<file path="src/rtl/uart_irq_pkg.sv">
package uart_irq_pkg;

  // Source indices; a lower index is a higher priority.
  localparam int NSRC     = 7;
  localparam int IDXW     = $clog2(NSRC);
  localparam int I_LINE   = 0;
  localparam int I_RXTO   = 1;
  localparam int I_RXRDY  = 2;
  localparam int I_THRE   = 3;
  localparam int I_MODEM  = 4;
  localparam int I_XOFF   = 5;
  localparam int I_FLOW   = 6;

  localparam int CODEW    = 6;
  localparam int ISRW     = 8;

  // Sources that a status read may clear.
  localparam logic [NSRC-1:0] READ_CLEARABLE = 7'b1011001;

  localparam logic [CODEW-1:0] CODE_NONE = 6'h01;

  function automatic logic [CODEW-1:0] src_code(input logic [IDXW-1:0] idx);
    logic [CODEW-1:0] c;
    case (idx)
      3'd0:    c = 6'h06;
      3'd1:    c = 6'h0C;
      3'd2:    c = 6'h04;
      3'd3:    c = 6'h02;
      3'd4:    c = 6'h00;
      3'd5:    c = 6'h10;
      3'd6:    c = 6'h20;
      default: c = CODE_NONE;
    endcase
    return c;
  endfunction

endpackage

</file>
<file path="src/rtl/uart_irq_pend_bank.sv">
module uart_irq_pend_bank #(
  parameter int N = 5
) (
  input  logic         clk,
  input  logic         rst_n,
  input  logic [N-1:0] set,
  input  logic [N-1:0] clr,
  output logic [N-1:0] pend
);

  for (genvar i = 0; i < N; i++) begin : g_cell
    logic pend_d;
    logic pend_en;

    // A new event wins over a clear in the same cycle.
    always_comb begin
      pend_en = set[i] | clr[i];
      pend_d  = set[i] | (pend[i] & ~clr[i]);
    end

    always_ff @(posedge clk or negedge rst_n) begin
      if (!rst_n) begin
        pend[i] <= 1'b0;
      end else if (pend_en) begin
        pend[i] <= pend_d;
      end
    end

    // an event always leaves its source pending.
    p_set_wins_r12: assert property (@(posedge clk) disable iff (!rst_n)
      set[i] |=> pend[i]);
  end

endmodule

</file>
<file path="src/rtl/uart_irq_prio.sv">
module uart_irq_prio #(
  parameter int N  = 7,
  localparam int IW = $clog2(N)
) (
  input  logic          clk,
  input  logic          rst_n,
  input  logic [N-1:0]  req,
  output logic [N-1:0]  grant,
  output logic [IW-1:0] idx,
  output logic          any
);

  logic [N:0] seen;

  assign seen[0] = 1'b0;

  // Prefix chain: index 0 has the highest priority.
  for (genvar i = 0; i < N; i++) begin : g_chain
    assign seen[i+1] = seen[i] | req[i];
    assign grant[i]  = req[i] & ~seen[i];
  end

  always_comb begin
    idx = '0;
    for (int i = 0; i < N; i++) begin
      if (grant[i]) idx = idx | IW'(i);
    end
  end

  assign any = seen[N];

  // at most one source is selected.
  p_one_grant_r2: assert property (@(posedge clk) disable iff (!rst_n)
    $onehot0(grant));

  // a source is selected whenever any source is pending.
  p_grant_when_req_r2: assert property (@(posedge clk) disable iff (!rst_n)
    (|req) == (|grant));

endmodule

</file>
<file path="src/rtl/uart_irq_rdctl.sv">
module uart_irq_rdctl #(
  parameter int W = 8
) (
  input  logic         clk,
  input  logic         rst_n,
  input  logic         rd_stb,
  input  logic [W-1:0] live,
  output logic         rd_start,
  output logic [W-1:0] isr_out
);

  logic         rd_q;
  logic [W-1:0] snap_q;
  logic [W-1:0] snap_d;

  always_comb begin
    rd_start = rd_stb & ~rd_q;
    snap_d   = live;
  end

  always_ff @(posedge clk or negedge rst_n) begin
    if (!rst_n) begin
      rd_q <= 1'b0;
    end else begin
      rd_q <= rd_stb;
    end
  end

  always_ff @(posedge clk or negedge rst_n) begin
    if (!rst_n) begin
      snap_q <= '0;
    end else if (rd_start) begin
      snap_q <= snap_d;
    end
  end

  // The value from the first strobe cycle is held for the rest of the strobe.
  assign isr_out = (rd_stb & rd_q) ? snap_q : live;

  // the byte stays frozen while the strobe is held.
  p_hold_stable_r11: assert property (@(posedge clk) disable iff (!rst_n)
    rd_start ##1 rd_stb |-> isr_out == $past(live));

endmodule

</file>
<file path="src/rtl/uart_irq_status.sv">
module uart_irq_status
  import uart_irq_pkg::*;
(
  input  logic       clk,
  input  logic       rst_n,
  input  logic       fifo_en,
  input  logic       enh_en,
  input  logic       lsr_evt,
  input  logic       rx_ready,
  input  logic       rx_timeout,
  input  logic       thr_empty_evt,
  input  logic       thr_write,
  input  logic       msr_evt,
  input  logic       xoff_evt,
  input  logic       xon_evt,
  input  logic       flow_chg_evt,
  input  logic       rd_stb,
  output logic [7:0] isr_q,
  output logic       irq
);

  localparam int NLAT    = 5;
  localparam int L_LINE  = 0;
  localparam int L_THRE  = 1;
  localparam int L_MODEM = 2;
  localparam int L_XOFF  = 3;
  localparam int L_FLOW  = 4;

  // Reset: asserted asynchronously, released through two flops.
  logic rst_s1_q;
  logic rst_int_n;

  always_ff @(posedge clk or negedge rst_n) begin
    if (!rst_n) begin
      rst_s1_q  <= 1'b0;
      rst_int_n <= 1'b0;
    end else begin
      rst_s1_q  <= 1'b1;
      rst_int_n <= rst_s1_q;
    end
  end

  logic [NLAT-1:0] lat_set;
  logic [NLAT-1:0] lat_clr;
  logic [NLAT-1:0] lat;
  logic [NSRC-1:0] req;
  logic [NSRC-1:0] grant;
  logic [NSRC-1:0] rd_clr;
  logic [IDXW-1:0] top_idx;
  logic            any_req;
  logic            rd_start;
  logic [ISRW-1:0] live_isr;
  logic            unused_clr;

  // Flow-control events are ignored while enhanced features are off.
  always_comb begin
    lat_set[L_LINE]  = lsr_evt;
    lat_set[L_THRE]  = thr_empty_evt;
    lat_set[L_MODEM] = msr_evt;
    lat_set[L_XOFF]  = xoff_evt & enh_en;
    lat_set[L_FLOW]  = flow_chg_evt & enh_en;
  end

  assign rd_clr     = grant & {NSRC{rd_start}} & READ_CLEARABLE;
  assign unused_clr = rd_clr[I_RXTO] | rd_clr[I_RXRDY] | rd_clr[I_XOFF];

  always_comb begin
    lat_clr[L_LINE]  = rd_clr[I_LINE];
    lat_clr[L_THRE]  = rd_clr[I_THRE] | thr_write;
    lat_clr[L_MODEM] = rd_clr[I_MODEM];
    lat_clr[L_XOFF]  = xon_evt;
    lat_clr[L_FLOW]  = rd_clr[I_FLOW];
  end

  uart_irq_pend_bank #(.N(NLAT)) u_pend (
    .clk   (clk),
    .rst_n (rst_int_n),
    .set   (lat_set),
    .clr   (lat_clr),
    .pend  (lat)
  );

  always_comb begin
    req[I_LINE]  = lat[L_LINE];
    req[I_RXTO]  = rx_timeout;
    req[I_RXRDY] = rx_ready;
    req[I_THRE]  = lat[L_THRE];
    req[I_MODEM] = lat[L_MODEM];
    req[I_XOFF]  = lat[L_XOFF] & enh_en;
    req[I_FLOW]  = lat[L_FLOW] & enh_en;
  end

  uart_irq_prio #(.N(NSRC)) u_prio (
    .clk   (clk),
    .rst_n (rst_int_n),
    .req   (req),
    .grant (grant),
    .idx   (top_idx),
    .any   (any_req)
  );

  assign live_isr = {{2{fifo_en}}, (any_req ? src_code(top_idx) : CODE_NONE)};

  uart_irq_rdctl #(.W(ISRW)) u_rd (
    .clk      (clk),
    .rst_n    (rst_int_n),
    .rd_stb   (rd_stb),
    .live     (live_isr),
    .rd_start (rd_start),
    .isr_out  (isr_q)
  );

  assign irq = lat[L_LINE] | lat[L_THRE] | lat[L_MODEM] | rx_ready | rx_timeout
             | (enh_en & (lat[L_XOFF] | lat[L_FLOW]));

  // outside a held read, the line and bit 0 agree.
  p_irq_bit0_r4: assert property (@(posedge clk) disable iff (!rst_int_n)
    !rd_stb |-> irq == !isr_q[0]);

  // the FIFO bits follow the FIFO enable.
  p_fifo_bits_r5: assert property (@(posedge clk) disable iff (!rst_int_n)
    !rd_stb |-> isr_q[7:6] == {2{fifo_en}});

  // the flow-control code bits stay 0 while enhanced features are off.
  p_enh_off_r6: assert property (@(posedge clk) disable iff (!rst_int_n)
    (!rd_stb && !enh_en) |-> isr_q[5:4] == 2'b00);

  // the Xoff source stays pending until an Xon.
  p_xoff_sticky_r7: assert property (@(posedge clk) disable iff (!rst_int_n)
    (lat[L_XOFF] && !xon_evt) |=> lat[L_XOFF]);

  // receive data ready always raises the interrupt.
  p_rx_level_r9: assert property (@(posedge clk) disable iff (!rst_int_n)
    rx_ready |-> irq);

endmodule

</file>
<file path="config.mk">
export PLATFORM = sky130hd
export DESIGN_NAME = uart_irq_status
export DESIGN_NICKNAME = d
export VERILOG_FILES = /design/src/rtl/uart_irq_pkg.sv /design/src/rtl/uart_irq_pend_bank.sv /design/src/rtl/uart_irq_prio.sv /design/src/rtl/uart_irq_rdctl.sv /design/src/rtl/uart_irq_status.sv
export SDC_FILE = /design/constraint.sdc
export NUM_CORES = 1
export LEC_CHECK = 0
export BUFFER_PORTS_ARGS = -buffer_cell sky130_fd_sc_hd__buf_2
export CAP_MARGIN = 20
export CORE_MARGIN = 2
export CORE_UTILIZATION = 50
export CTS_BUF_LIST = sky130_fd_sc_hd__clkbuf_16
export DETAILED_ROUTE_END_ITERATION = 16
export PLACE_DENSITY = 0.76
export SLEW_MARGIN = 20
export SYNTH_ARGS = -nofsm -noshare
export SYNTH_HDL_FRONTEND = slang
export SYNTH_SLANG_ARGS = --single-unit
</file>
<file path="constraint.sdc">
create_clock -name clk -period 2.8 [get_ports clk]
set_input_delay 0.14 -clock clk [delete_from_list [all_inputs] [get_ports clk]]
set_output_delay 0.14 -clock clk [all_outputs]
set_load 0.005 [all_outputs]
</file>
==> impl_metrics.tcl, run 1 <==
set metrics [dict create \
    grt_max_degree 14 \
    power.share.sequential_pct 43.2 \
    row_count 13 \
    clkPwrFrac_pct 48.8 \
    outcome "complete, no violations" \
    drive_gt1_share_pct 28.3 \
    path_max_fanout 6 \
    fmax_ghz 0.642 \
    p_per_area_mw_per_mm2 629 \
    die_h_um 40.8 \
    postCtsSetupBuffers 0 \
    wl_um 1310 \
    synth_seq_area_share_pct 55.4 \
    grt_pass1_vias 520 \
    worst_path_largest_cell_delay_ns 0.43 \
    cts_buffers 3 \
    synth_commonest_cells "nand2_1, dfrtp_1, o21ai_0" \
    ys_warn_count 0 \
    min-delay-start "rd_stb" \
    hold_path_end "u_rd.rd_q" \
    crit_arrival_ns 1.42 \
    synthToLayoutAreaGrowth_pct 29.9 \
    pre_cts_slack_ns 1.51 \
    pin_count 23 \
    synthTopCellsByArea "dfrtp_1, nand2_1, o21ai_0" \
    core_area_mm2 0.00128 \
    hold_depth 1 \
    clk_path_buf_depth 2 \
    io_buffer_count 22 \
    routed-via-count 585 \
    crit_type "reg2out" \
    grt.total_usage_pct 19.3 \
    max_cap_viol_count 0 \
    synth.cell_area_um2 678 \
    internal_power_w 0.000439 \
    sw_frac_of_total_pct 20.7 \
    tns_ns 0 \
    clk_pin_slew_ns 0.05 \
    worst-path-buf-inv 1 \
    period_minus_slack_ns 1.56 \
    r2r-start "u_rd.rd_q" \
    slew_viol_final 0 \
    cp_slowest_cell "dfrtp_1" \
    cts_root_buffer "clkbuf_16" \
    grt_pass1_wl_um 2150 \
    required_ns 2.66 \
    route.detailed.drc 0 \
    combPwrFrac_pct 8.0 \
    antenna_cells 0 \
    dpl-instance-area_um2 791 \
    endpoint_kind "primary output" \
    drt_first_pass_iters 3 \
    drt-initial-drc-count 6 \
    finalWorstSetupSlack_ns 1.24 \
    clkSinkCount 15 \
    rsz0062_at_grt "false" \
    yosys.area.top_type "dfrtp_1" \
    hold_ws_ns 0.0514 \
    reg2regPathDepth 3 \
    syn_inst 75 \
    startpoint_type "flop" \
    period_share_pct 55.7 \
    ant_nets 0 \
    net-switching-power_w 0.000115 \
    yosysMostFrequentCell "nand2_1" \
    setup_viol 0 \
    async_flop_share_pct 100 \
    start_util_pct 52.8 \
    wl_per_cell_um 11.5 \
    slew_headroom_pct 64.3 \
    place_congestion 0.788 \
    final_area_um2 881 \
    tightest_slew_ns 0.535 \
    postSynthAreaPerCell_um2 9.04 \
    die_w_um 40.8 \
    crit_chain "nor3_4, nand4_1, o21ai_1, buf_2" \
    dp_hpwl_um 1000 \
    final_nets 114 \
    tritoncts "built" \
    power_leakage_nw 0.424 \
    insertion_delay_ns 0.24 \
    r2r_end "u_pend.pend[4]" \
    dieArea_mm2 0.00167 \
    hold_viol 0 \
    reg2reg_slack_ns 1.56 \
    yosys_most_used_dff "dfrtp_1" \
    gr-total-overflow 0 \
    htreeDepth 1 \
    synth_fp_nets 89 \
    via_per_inst 5.13 \
    synth_cell_types 23 \
    grt_antenna_before_repair 0 \
    skew_ns 0.00191 \
    vdd_drop_max_mv 0.621 \
    critPathTopFamily "simple AND/OR/NAND/NOR gates" \
    synth.top_cell.area_share_pct 55.4 \
    ys_seq_elements 15 \
    hold_path_class "in2reg" \
    synth_edf_count 0 \
]
## worst max-delay path by stage
stage,startpoint,to,cells after the start
after floorplan,u_pend.pend[0],isr_q[5],3
after global placement,u_pend.pend[0],isr_q[5],4
after detailed placement,u_pend.pend[0],isr_q[5],4
after CTS,u_pend.pend[0],isr_q[5],4
after global routing,u_pend.pend[0],isr_q[0],4
final,u_pend.pend[0],isr_q[5],4
## per-stage QoR
step           utilization (%)  total power [W]  cells
2_1_floorplan                -         0.000265     75
3_3_place_gp              61.5         0.000284    109
3_5_place_dp              61.5         0.000286    109
4_1_cts                   68.5         0.000557    114
5_1_grt                   68.5         0.000582    114
6_report                  68.5         0.000554    114
## layer usage
metal / wire [um] / track usage (%) / vias up / part of all wire, %
li1: - / - / 299 / -
met1: 582 / 23.7 / 270 / 44
met2: 670 / 32.8 / 16 / 51
met3: 60 / 4.35 / 0 / 4.6
met4: 0 / 6.67 / 0 / 0
met5: 0 / 0 / - / 0
## cell usage in the layout, fill, tap and decap left out, types with 2 or more instances in the layout
cell type and instances:
a21o_1 2, a21oi_1 3, buf_2 22, clkbuf_16 3
dfrtp_1 15, inv_1 2, nand2_1 20, nand4_1 2
nor2_1 6, o21ai_0 7, o21ai_1 4
## sequential cells by signal, summed over array words and instances, names as in the netlist
name         cells
rst_int_n        1
u_pend.pend      5
rst_s1_q         1
u_rd.snap_q      7
u_rd.rd_q        1
## power groups by stage
stage | Sequential [W] | Combinational [W] | Clock (W)
finish | 0.000239 | 0.0000442 | 0.000271
global route | 0.000240 | 0.0000507 | 0.000291
CTS | 0.000239 | 0.0000443 | 0.000274
detailed placement | 0.000243 | 0.0000430 | 0
global placement | 0.000242 | 0.0000422 | 0
floorplan | 0.000240 | 0.0000247 | 0
## final cells by class
cell class	instances	area [um^2]
repair buffers	23	120
flip-flops and latches	15	375
inverters	2	7.51
fillers	100	404
clock inverters	1	5.00
multi-input cells	55	279
well taps	15	18.8
clock buffers	3	75.1
## logic make-up after synthesis
| kind of cell | after synthesis | synth area share, % |
|---|---|---|
| other cells | 1 | 0.553 |
| simple gates | 34 | 23.4 |
| flops | 15 | 55.4 |
| buf+inv | 5 | 3.51 |
| compound gates | 20 | 17.2 |
## what timing repair did
item	4_1_cts	5_1_grt
gates resized for setup	0	0
endpoints found under the hold margin	2	0
hold buffers	1	0
Note: power is estimated with default switching activity, not from simulation.
==> run 2: changes to the inputs <==
--- a/config.mk
+++ b/config.mk
@@ -5,13 +5,14 @@
 export SDC_FILE = /design/constraint.sdc
 export NUM_CORES = 1
 export LEC_CHECK = 0
+export ABC_AREA = 1
 export BUFFER_PORTS_ARGS = -buffer_cell sky130_fd_sc_hd__buf_2
 export CAP_MARGIN = 20
 export CORE_MARGIN = 2
-export CORE_UTILIZATION = 50
+export CORE_UTILIZATION = 48
 export CTS_BUF_LIST = sky130_fd_sc_hd__clkbuf_16
 export DETAILED_ROUTE_END_ITERATION = 16
-export PLACE_DENSITY = 0.76
+export PLACE_DENSITY = 0.71
 export SLEW_MARGIN = 20
 export SYNTH_ARGS = -nofsm -noshare
 export SYNTH_HDL_FRONTEND = slang
==> constraint.sdc (replaced) <==
create_clock -name clk -period 1.6 [get_ports clk]
set_input_delay 0.08 -clock clk [delete_from_list [all_inputs] [get_ports clk]]
set_output_delay 0.08 -clock clk [all_outputs]
set_load 0.005 [all_outputs]
==> run 2 against run 1 <==
Against the previous run: non-clock buffer count rose by 1; sequential cell count unchanged; count of clock-buffer cells in the layout stayed put; combinational power up 110%; power increased by 78%; final cell count rose by 18%; utilization is 3.2 points lower; setup slack got worse by 1.1 ns; first-iteration DRC count is 50% higher; largest power group unchanged; die area is 15% higher.
==> impl_metrics.tcl, run 2 <==
set metrics [dict create \
    hold_path_class "in2reg" \
    gr-total-overflow 0 \
    critPathTopFamily "simple AND/OR/NAND/NOR gates" \
    yosys.area.top_type "dfrtp_1" \
    yosys.area_share.simple_pct 29.1 \
    worst-path-buf-inv 1 \
    dp_hpwl_um 1090 \
    reg2regPathDepth 4 \
    final_common_cell "nand2_1" \
    htreeDepth 1 \
    largest_register_ffs 7 \
    cts_buffers 3 \
    slew_viol_final 0 \
    antenna_cells 0 \
    postSynthAreaPerCell_um2 8.14 \
    synth_edf_count 0 \
    yosys_most_used_dff "dfrtp_1" \
    synth_fa_ha_area_share_pct 0 \
    clkSinkCount 15 \
    r2r-start "u_rd.rd_q" \
    required_ns 1.52 \
    min-delay-start "thr_write" \
    cp_slowest_cell "dfrtp_1" \
    rsz0062_at_grt "false" \
    synth_seq_area_share_pct 49.6 \
    start_util_pct 50.8 \
    via_per_inst 4.90 \
    outcome "complete, no violations" \
    worst_path_largest_cell_delay_ns 0.41 \
    max_cap_viol_count 0 \
    async_flop_share_pct 100 \
    die_h_um 43.7 \
    skew_ns 0.00316 \
    synth_commonest_cells "nand2_1, dfrtp_1, inv_1" \
    hold_viol 0 \
    startpoint_type "flop" \
    drive_gt1_share_pct 29.4 \
    row_count 14 \
    ys_seq_elements 15 \
    cp_common_cell "nand2_1" \
    grt.total_usage_pct 18.2 \
    grt_max_degree 14 \
    crit_type "reg2out" \
    core_area_mm2 0.00149 \
    tightest_slew_ns 0.544 \
    final_cell_mix "nand2_1, buf_2, dfrtp_1" \
    wl_um 1480 \
    pre_cts_slack_ns 0.373 \
    hold_depth 2 \
    cts_root_buffer "clkbuf_16" \
    period_share_pct 92.1 \
    finish.utilization_pct 65.4 \
    synth_compound_area_share_pct 11.9 \
    power_leakage_nw 0.536 \
    p_per_area_mw_per_mm2 1010 \
    yosysMostFrequentCell "nand2_1" \
    ant_nets 0 \
    clk_pin_slew_ns 0.05 \
    io_buffer_count 22 \
    grt_pass1_vias 602 \
    synthTopCellsByArea "dfrtp_1, nand2_1, inv_1" \
    drt_first_pass_iters 6 \
    synth.cell_area_um2 757 \
    setup_viol 0 \
    finalWorstSetupSlack_ns 0.127 \
    pin_count 23 \
    period_minus_slack_ns 1.47 \
    synth_fp_nets 107 \
    drt-initial-drc-count 9 \
    routed-via-count 662 \
    wl_per_cell_um 11.0 \
    path_max_fanout 6 \
    tritoncts "built" \
    synth_xor_area_share_pct 0 \
    synthToLayoutAreaGrowth_pct 28.6 \
    synth_cell_types 18 \
    insertion_delay_ns 0.24 \
    grt_antenna_before_repair 0 \
    crit_chain "nor2_4, nand4_1, nand2_1, nand2_1, nand3_1, nand2_1, buf_2" \
    synth.top_cell.area_share_pct 49.6 \
    die_w_um 43.7 \
    final_nets 134 \
    crit_arrival_ns 1.39 \
    reg2reg_slack_ns 0.46 \
    largest-register "u_rd.snap_q" \
    clk_path_buf_depth 2 \
    top_regs "u_rd.snap_q (7), u_pend.pend (5)" \
    slew_headroom_pct 63.8 \
    route.detailed.drc 0 \
    synth_top_family_by_area "simple AND/OR/NAND/NOR gates" \
    syn_inst 93 \
    tns_ns 0 \
    hold_path_end "u_pend.pend[1]" \
    r2r_end "u_pend.pend[1]" \
    dieArea_mm2 0.00191 \
    grt_pass1_wl_um 2470 \
    place_congestion 0.773 \
    synth.mux.area_fraction_pct 0 \
    ys_warn_count 0 \
    fill_cells 137 \
    vdd_drop_max_mv 0.718 \
    endpoint_kind "primary output" \
    fmax_ghz 0.679 \
]
run 2: cell types whose count changed after synthesis, sizes merged, moves of 2 or more:
cell / before / now
inv: 2 / 14
nand2: 20 / 32
a21oi: 3 / 1
nand3: 1 / 8
run 2: report_power, final:
part,switching [W],internal [W],total (W)
Clock,0.000143,0.000330,0.000473
Sequential,0.0000172,0.000400,0.000417
Combinational,0.0000543,0.0000405,0.0000948
Total,0.000214,0.000771,0.000985
run 2: worst max-delay path by stage:
| stage | startpoint | endpoint | slack (ns) | depth (start not counted) |
|---|---|---|---|---|
| after floorplan | u_rd.rd_q | isr_q[7] | 0.50 | 4 |
| after global placement | u_pend.pend[1] | isr_q[1] | 0.43 | 7 |
| after detailed placement | u_pend.pend[0] | isr_q[1] | 0.37 | 7 |
| after CTS | u_pend.pend[0] | isr_q[1] | 0.11 | 7 |
| after global routing | u_pend.pend[0] | isr_q[1] | 0.001 | 7 |
| final | u_pend.pend[0] | isr_q[1] | 0.13 | 7 |
run 2: cell families (layout without fill, tap and decap cells):
logic type             after synthesis  count (layout)
other                                1               1
AOI/OAI and AO/OA                   15              15
DFF                                 15              15
and+or+nand+nor                     46              46
buffers and inverters               16              42
run 2: per-layer routing:
metal / up-vias / GRT usage (%) / routed length [um]
li1: 344 / - / -
met1: 296 / 20.1 / 650
met2: 18 / 30.9 / 741
met3: 4 / 5.00 / 66
met4: 0 / 10.9 / 22
met5: - / 0 / 0
run 2: stage by stage:
step	cell area [um^2]	hold slack, ns	total power (W)	std cells
after detailed placement	872	-0.133	0.000514	129
final	973	0.0171	0.000985	135
after floorplan	757	-0.216	0.000476	93
after global placement	872	-0.134	0.000510	129
after global routing	973	0.0140	0.00103	135
after CTS	971	0.0160	0.000995	135
run 2: cell type report:
| cell class | count | area, um^2 | share of cell area (%) |
|---|---|---|---|
| clock buffer | 3 | 75.1 | 7.71 |
| clock inverter | 1 | 3.75 | 0.386 |
| tap | 16 | 20.0 | 2.06 |
| sequential | 15 | 375 | 38.6 |
| multi-input combinational | 62 | 317 | 32.5 |
| timing repair buffer | 24 | 130 | 13.4 |
| inverter | 14 | 52.6 | 5.40 |
run 2: what timing repair did:
item	CTS	global route
buffers inserted	0	0
hold endpoints to repair	3	0
gates resized for setup	0	1
setup endpoints to repair	0	1
hold buffers	2	0
